File: src/rtl/sram_ctrl_pkg.sv
package sram_ctrl_pkg;

  typedef enum logic [2:0] {
    ST_IDLE,
    ST_W_SETUP,
    ST_W_PULSE,
    ST_W_HOLD,
    ST_R_ACCESS
  } ctrlState_e;

  // strobes from control to datapath, active high meaning "asserted"
  typedef struct packed {
    logic selChip;
    logic wrStrobe;
    logic rdStrobe;
    logic busDrive;
    logic capture;
    logic sample;
  } strobeCtl_t;

  function automatic int cyclesFor(input int limitPs, input int periodPs);
    return (limitPs + periodPs - 1) / periodPs;
  endfunction

  function automatic int maxOf(input int a, input int b);
    return (a > b) ? a : b;
  endfunction

endpackage

File: src/rtl/sram_ctrl_fsm.sv
module sram_ctrl_fsm
  import sram_ctrl_pkg::*;
#(
  parameter int WP_CYC = 1,
  parameter int RD_CYC = 1,
  localparam int CNT_W = $clog2(maxOf(WP_CYC, RD_CYC) + 1)
) (
  input  logic       clk,
  input  logic       rstN,
  input  logic       reqValid,
  input  logic       reqWrite,
  output logic       reqReady,
  output strobeCtl_t ctl
);

  ctrlState_e state, nextState;
  logic [CNT_W-1:0] phaseCnt;
  logic pulseDone, readDone;

  assign pulseDone = (phaseCnt == CNT_W'(WP_CYC - 1));
  assign readDone  = (phaseCnt == CNT_W'(RD_CYC - 1));

  always_comb begin
    nextState = state;
    case (state)
      ST_IDLE:     if (reqValid) nextState = reqWrite ? ST_W_SETUP : ST_R_ACCESS;
      ST_W_SETUP:  nextState = ST_W_PULSE;
      ST_W_PULSE:  if (pulseDone) nextState = ST_W_HOLD;
      ST_W_HOLD:   nextState = ST_IDLE;
      ST_R_ACCESS: if (readDone) nextState = ST_IDLE;
      default:     nextState = ST_IDLE;
    endcase
  end

  always_ff @(posedge clk or negedge rstN) begin
    if (!rstN) begin
      state    <= ST_IDLE;
      phaseCnt <= '0;
    end else begin
      state    <= nextState;
      phaseCnt <= (nextState != state) ? '0 : phaseCnt + 1'b1;
    end
  end

  // pin strobes are decoded from the next state so the datapath can register them
  always_comb begin
    ctl.selChip  = (nextState != ST_IDLE);
    ctl.wrStrobe = (nextState == ST_W_PULSE);
    ctl.rdStrobe = (nextState == ST_R_ACCESS);
    ctl.busDrive = (nextState == ST_W_PULSE) || (nextState == ST_W_HOLD);
    ctl.capture  = (state == ST_IDLE) && reqValid;
    ctl.sample   = (state == ST_R_ACCESS) && readDone;
  end

  assign reqReady = (state == ST_IDLE);

endmodule

File: src/rtl/sram_ctrl_datapath.sv
module sram_ctrl_datapath
  import sram_ctrl_pkg::*;
#(
  parameter int ADDR_W = 21,
  parameter int DATA_W = 8
) (
  input  logic              clk,
  input  logic              rstN,
  input  strobeCtl_t        ctl,
  input  logic [ADDR_W-1:0] reqAddr,
  input  logic [DATA_W-1:0] reqWrData,
  input  logic [DATA_W-1:0] memDin,
  output logic [ADDR_W-1:0] memAddr,
  output logic              memCeN,
  output logic              memOeN,
  output logic              memWeN,
  output logic [DATA_W-1:0] memDout,
  output logic              memDoutEn,
  output logic              rdValid,
  output logic [DATA_W-1:0] rdData
);

  always_ff @(posedge clk or negedge rstN) begin
    if (!rstN) begin
      memCeN    <= 1'b1;
      memOeN    <= 1'b1;
      memWeN    <= 1'b1;
      memDoutEn <= 1'b0;
    end else begin
      memCeN    <= ~ctl.selChip;
      memOeN    <= ~ctl.rdStrobe;
      memWeN    <= ~ctl.wrStrobe;
      memDoutEn <= ctl.busDrive;
    end
  end

  always_ff @(posedge clk or negedge rstN) begin
    if (!rstN) begin
      memAddr <= '0;
      memDout <= '0;
    end else if (ctl.capture) begin
      memAddr <= reqAddr;
      memDout <= reqWrData;
    end
  end

  always_ff @(posedge clk or negedge rstN) begin
    if (!rstN) begin
      rdValid <= 1'b0;
      rdData  <= '0;
    end else begin
      rdValid <= ctl.sample;
      if (ctl.sample) rdData <= memDin;
    end
  end

endmodule

File: src/rtl/sram_async_ctrl.sv
module sram_async_ctrl
  import sram_ctrl_pkg::*;
#(
  parameter int ADDR_W        = 21,
  parameter int DATA_W        = 8,
  parameter int CLK_PERIOD_PS = 10000,
  parameter int T_WCYC_PS     = 10000,
  parameter int T_SEL_END_PS  = 8000,
  parameter int T_ADR_END_PS  = 8000,
  parameter int T_PULSE_PS    = 8000,
  parameter int T_DSETUP_PS   = 6000,
  parameter int T_RCYC_PS     = 10000,
  parameter int T_ADR_ACC_PS  = 10000,
  parameter int T_SEL_ACC_PS  = 10000,
  parameter int T_OE_ACC_PS   = 6500,
  localparam int WP_CYC = maxOf(maxOf(maxOf(cyclesFor(T_PULSE_PS, CLK_PERIOD_PS),
                                            cyclesFor(T_DSETUP_PS, CLK_PERIOD_PS)),
                                      maxOf(cyclesFor(T_ADR_END_PS, CLK_PERIOD_PS) - 1,
                                            cyclesFor(T_SEL_END_PS, CLK_PERIOD_PS) - 1)),
                                maxOf(cyclesFor(T_WCYC_PS, CLK_PERIOD_PS) - 2, 1)),
  localparam int RD_CYC = maxOf(maxOf(maxOf(cyclesFor(T_RCYC_PS, CLK_PERIOD_PS),
                                            cyclesFor(T_ADR_ACC_PS, CLK_PERIOD_PS)),
                                      maxOf(cyclesFor(T_SEL_ACC_PS, CLK_PERIOD_PS),
                                            cyclesFor(T_OE_ACC_PS, CLK_PERIOD_PS))),
                                1)
) (
  input  logic              clk,
  input  logic              rstN,
  input  logic              reqValid,
  output logic              reqReady,
  input  logic              reqWrite,
  input  logic [ADDR_W-1:0] reqAddr,
  input  logic [DATA_W-1:0] reqWrData,
  output logic              rdValid,
  output logic [DATA_W-1:0] rdData,
  output logic [ADDR_W-1:0] memAddr,
  output logic              memCeN,
  output logic              memOeN,
  output logic              memWeN,
  output logic [DATA_W-1:0] memDout,
  output logic              memDoutEn,
  input  logic [DATA_W-1:0] memDin
);

  strobeCtl_t ctl;

  sram_ctrl_fsm #(
    .WP_CYC(WP_CYC),
    .RD_CYC(RD_CYC)
  ) u_fsm (
    .clk      (clk),
    .rstN     (rstN),
    .reqValid (reqValid),
    .reqWrite (reqWrite),
    .reqReady (reqReady),
    .ctl      (ctl)
  );

  sram_ctrl_datapath #(
    .ADDR_W(ADDR_W),
    .DATA_W(DATA_W)
  ) u_dp (
    .clk       (clk),
    .rstN      (rstN),
    .ctl       (ctl),
    .reqAddr   (reqAddr),
    .reqWrData (reqWrData),
    .memDin    (memDin),
    .memAddr   (memAddr),
    .memCeN    (memCeN),
    .memOeN    (memOeN),
    .memWeN    (memWeN),
    .memDout   (memDout),
    .memDoutEn (memDoutEn),
    .rdValid   (rdValid),
    .rdData    (rdData)
  );

endmodule

File: config.mk
export PLATFORM = sky130hd
export DESIGN_NAME = sram_async_ctrl
export DESIGN_NICKNAME = d
export VERILOG_FILES = /design/src/rtl/sram_ctrl_pkg.sv /design/src/rtl/sram_ctrl_fsm.sv /design/src/rtl/sram_ctrl_datapath.sv /design/src/rtl/sram_async_ctrl.sv
export SDC_FILE = /design/constraint.sdc
export NUM_CORES = 1
export LEC_CHECK = 0
export ABC_CLOCK_PERIOD_IN_PS = 1630
export BUFFER_PORTS_ARGS = -buffer_cell sky130_fd_sc_hd__buf_2
export CELL_PAD_IN_SITES_DETAIL_PLACEMENT = 1
export CELL_PAD_IN_SITES_GLOBAL_PLACEMENT = 1
export CORE_AREA = 2 2 78 80
export DETAILED_ROUTE_END_ITERATION = 7
export DIE_AREA = 0 0 80 82
export PLACE_DENSITY_LB_ADDON = 0.08
export SETUP_SLACK_MARGIN = 0.3
export SYNTH_ARGS = -nofsm -noshare
export SYNTH_HDL_FRONTEND = slang
export SYNTH_SLANG_ARGS = --single-unit
File: constraint.sdc
create_clock -name clk -period 1.63 [get_ports clk]
set_clock_uncertainty 0.2 [all_clocks]
set_input_delay 0.326 -clock clk [delete_from_list [all_inputs] [get_ports clk]]
set_output_delay 0.326 -clock clk [all_outputs]
set_load 0.05 [all_outputs]
======== Word level (Yosys, flattened, before mapping) ========
Cells that the tools add are included.
Widths: inputs -> output; s select.
operators by class
  add/subtract/negate cells ............... 1
  reductions and logical operators ........ 5
  bitwise logic cells ..................... 4
  equality and inequality tests ........... 7
  multiplexer cells ....................... 6
operator list
  kind                 number
  $mux 3               4
  $pmux 3 s4           1
  $eq 3x2->1 const B   3
  $eq 3x3->1 const B   2
  $not 1->1            4
  $eq 3x1->1 const B   1
  $logic_not 3->1      1
  $ne 3x3->1           1
  $reduce_bool 3->1    1
  $logic_and 1x1->1    2
  $add 1x1->1 const B  1
  $logic_or 1x1->1     1
  $mux 1               1
word-level totals
  output and inout port bits .............. 43
  word-level logic and storage cells ...... 33
  flip-flop bits (word level) ............. 46

======== Longest topological paths before layout ========
  depth after elaboration ................. 5
  gate-level depth with buffers ........... 4

======== Hierarchy ========
From an unflattened synthesis, not the netlist that was laid out.
second synthesis, totals
  cells, all modules ...................... 116
  area, all modules ....................... 1,835.5 µm²
by module, submodules not included
  module              times used  area each (µm²)  sequential area each (µm²)  cells an instance
  sram_ctrl_datapath  1           1,552.7          1,054.8                     86
  sram_ctrl_fsm       1           282.8            100.1                       30

======== Worst setup path after synthesis ========
OpenSTA, ideal clock, no wires.
  kind .................................... reg2reg
  from .................................... register u_fsm.state[1]
  to ...................................... register u_fsm.phaseCnt
  arrival ................................. 2.003 ns
  setup time .............................. 0.089 ns
  cell stages (with the launch flop) ...... 4
  data required time ...................... 1.341 ns
  slack ................................... -0.662 ns
  buffers on the path ..................... 1
  cell sequence ........................... dfrtp_1 > clkbuf_1 > nor3_1 > nor3b_1
between the ends
  cells in the longest elaborated chain, start to end .. 4
ends and longest elaborated chain
  element                 RTL line               source
  from (decl)             sram_ctrl_fsm.sv:16    ctrlState_e state, nextState;
  from (signal assigned)  sram_ctrl_fsm.sv:40    state <= nextState;
  $logic_not 3->1         n/a
  net reqReady            sram_async_ctrl.sv:30  output logic reqReady,
  $pmux 3 s4              sram_ctrl_fsm.sv:25    case (state)
  $ne 3x3->1              sram_ctrl_fsm.sv:41    phaseCnt <= (nextState != state) ? '0 : phaseCnt + 1'b1;
  $mux 1                  sram_ctrl_fsm.sv:41
  to (signal assigned)    sram_ctrl_fsm.sv:41
  to (decl)               sram_ctrl_fsm.sv:17    logic [CNT_W-1:0] phaseCnt;
The timed path passes the listed nets, and every way through them passes these cells.
A chain may end at the register's enable or synchronous reset.

======== Final worst setup path ========
  from .................................... register u_fsm.state[2]
  to ...................................... output port reqReady
between the ends
  cells in the longest elaborated chain, start to end .. 1
ends and longest elaborated chain
  element          RTL line               source
  $logic_not 3->1  sram_ctrl_fsm.sv:55    assign reqReady = (state == ST_IDLE);
  to (decl)        sram_async_ctrl.sv:30
Every way passes these cells.

==> results by group <==
Hold path
  • Hold_sp: reqAddr[13]
  • Hold Crit Class: input pin to register

Cells and area
  • Final Net Count: 276
  • Area Growth Syn to Fin: 77.3%
  • Post-layout util: 0.548
  • ANT cells: 0
  • Share of cells above drive strength 1: 0.771
  • Non-Filler Instances: about 310

Floorplan
  • Core area: between 5000 and 6000 sq um
  • IO Pins: 84
  • DIE HEIGHT: 82 um
  • Rows: 28
  • DIE AREA: 6560 sq um
  • Die Wd: about 80 um
  • Initial Utilization: 0.309

Timing
  • Slew @ Worst Pin: around 300 ps
  • Max Transition Viols Final: 0
  • Final setup viols: 38
  • Slew headroom: 0.798
  • Fin crit period: approximately 1800 ps
  • Final hold violation count: 0
  • Maximum clock frequency: approximately 560 MHz
  • PnR worst setup slack: -142 ps
  • Setup TNS: -3670 ps
  • Period utilisation layout: 1.09
  • RSZ-0062 raised after global routing: true

Drt
  • Post-DR wirelength/cell: roughly 16 um
  • Final wirelength: about 5000 um
  • Vias/cell: 4.47
  • Routed Antenna Nets: 0
  • Initial drt markers: 41
  • DRT Pass-1 Iters: 4
  • DRC: 0
  • Vias: 1,391

Setup path
  • Crit-path max FO: 2
  • Most used cell, CP: buf_6
  • Crit start category: register
  • CP Cell Sequence: buf_6, nor3_4, buf_6
  • CP Data Arrival Time: approximately 1300 ps
  • Worst reg2reg startpoint: u_fsm.state[0]
  • Slowest cell delay on critical path: around 420 ps
  • Worst setup path start: u_fsm.state[2]
  • Slowest stage cell, crit path: dfrtp_1
  • Data required, critical path: 1100 ps
  • Critical path class: register to output pin
  • Crit path capture type: output pin

Synth
  • Syn nets: ~150
  • Post-Synth Simple-Gate Area: 0.0704
  • Share of flip-flops with an asynchronous set or reset: 1.00
  • Compound-cell area share of the yosys netlist: 0.0275
  • Area contributors post-synth: dfrtp_1 61%, mux2_2 23%, dfstp_2 4.4%
  • Syn Inst Count: 111
  • Ys Warns: 0
  • Yosys reg bits: 46
  • Synth cell types: 22
  • Post-synthesis mux area share: 0.235
  • Number of flops mapped to enable cells by yosys: 0
  • Main combinational cell family by area after synthesis: multiplexers
  • Register area share after synthesis: 0.650
  • Synth top area share: 0.606
  • Xor and xnor area share after synthesis: 0
  • Cell taking the most area after synthesis: dfrtp_1
  • Adder-cell area share of the yosys netlist: 0
  • Ys flop type: dfrtp_1
  • Syn Std Cell Area: between 1500 and 2000 sq um
  • Mean Syn Cell Area: 16.0 sq um

Global route
  • Pin count of the biggest net entering global routing: between 40 and 50
  • GRT Resource Usage Total: 0.150
  • Vias in the first global route: around 1,500
  • GR Overflow Total: 0
  • First-pass GRT wire length: 7380 um
  • Initial antenna violation count: 0

Run status
  • Failing checks: negative setup slack
  • Outcome: finished with violations

Clock tree
  • Worst-Skew Late Latency: between 200 and 300 ps
  • Sink Count: 46
  • CTS tree: yes
  • H-tree depth: 2
  • Worst-path clk slew: approximately 80 ps
  • CTS Root Buffer Type: clkbuf_8
  • CTS Buffer Depth: 2
  • CTS buffer count: 5

Place
  • Placed cell count: 274
  • DP Worst Slack: -42.0 ps
  • Estimated wirelength of the detail-placed design: about 3300 um
  • GP Congestion: 0.701
  • Port bufs: a little over 80

Job
  • MaxCap Viol Count: 0
per-layer routing:
metal	GRT usage	share of wire	vias up
li1	-	-	635
met2	0.253	0.54	55
met3	0.0429	0.073	6
met4	0.0508	0.012	0
met1	0.185	0.38	695
met5	0	0	-
cells in the final DEF (no fill, tap or decap), types with 2 or more instances in the layout:
cell / count
buf_8: 4
buf_6: 47
nand3b_1: 2
dfrtp_1: 42
a211oi_2: 2
mux2_4: 18
clkbuf_1: 2
nor4b_4: 2
buf_12: 2
buf_2: 40
dfstp_2: 3
buf_4: 29
clkbuf_8: 5
mux2_2: 19
nand2b_1: 2
cell type report:
cell class | instances | area, sq um
clock buffer | 7 | 76.3
fill | 584 | 2600
clock inverter | 1 | 30.0
tap | 75 | 93.8
timing repair buffer | 123 | 1060
multi-input combinational | 59 | 736
sequential | 46 | 1160
flip-flops by register name, summed over array words and instances (netlist names):
name            cells
u_dp.memWeN         1
u_dp.memCeN         1
u_fsm.state         3
u_dp.rdData         8
u_dp.rdValid        1
u_dp.memDout        8
u_dp.memOeN         1
u_fsm.phaseCnt      1
u_dp.memDoutEn      1
u_dp.memAddr       21
path summary, 6_finish.rpt:
check | end | slack [ps] | cells after the start
worst min-delay path | u_dp.memAddr[13] | 70 | 2
worst min register to register | u_dp.memDout[6] | 340 | 1
max in group asynchronous | u_dp.memWeN | 610 | 3
worst max-delay path | reqReady | -140 | 3
worst max register to register | u_dp.memAddr[16] | -130 | 5
min in group asynchronous | u_dp.memAddr[14] | 340 | 3
synth_stat cells, drive strengths merged (2+ instances only):
| cell type | n |
|---|---|
| buf | 5 |
| dfrtp | 43 |
| nor3b | 2 |
| nand3b | 2 |
| nor4b | 2 |
| dfstp | 3 |
| a211oi | 2 |
| nand2b | 3 |
| a21oi | 2 |
| mux2 | 37 |
stage by stage:
stage	cell area (sq um)	hold WS [ps]
3_5_place_dp	2400	131
3_3_place_gp	2400	121
6_report	3150	65.5
2_1_floorplan	1830	-170
4_1_cts	3020	54.3
5_1_grt	3150	51.2
logic make-up after synthesis:
kind of cell,after synthesis
compound gates,7
flops,46
mux,37
buf+inv,6
simple gates,15
worst max-delay path, delay by kind of cell (launching register included):
kind,cells,cell delay [ps]
buf+inv,2,330
flops,1,420
simple gates,1,210
timing repair:
item	CTS	global route
setup endpoints to repair	85	89
buffers inserted	14	13
gates cloned	1	0
hold endpoints to repair	43	0
gates resized for setup	119	8
hold buffers	1	0
pin swaps	3	2
Power is left out: the tool's default activity adds up to more than one toggle a clock period on the data nets, which glitch-free logic cannot reach.
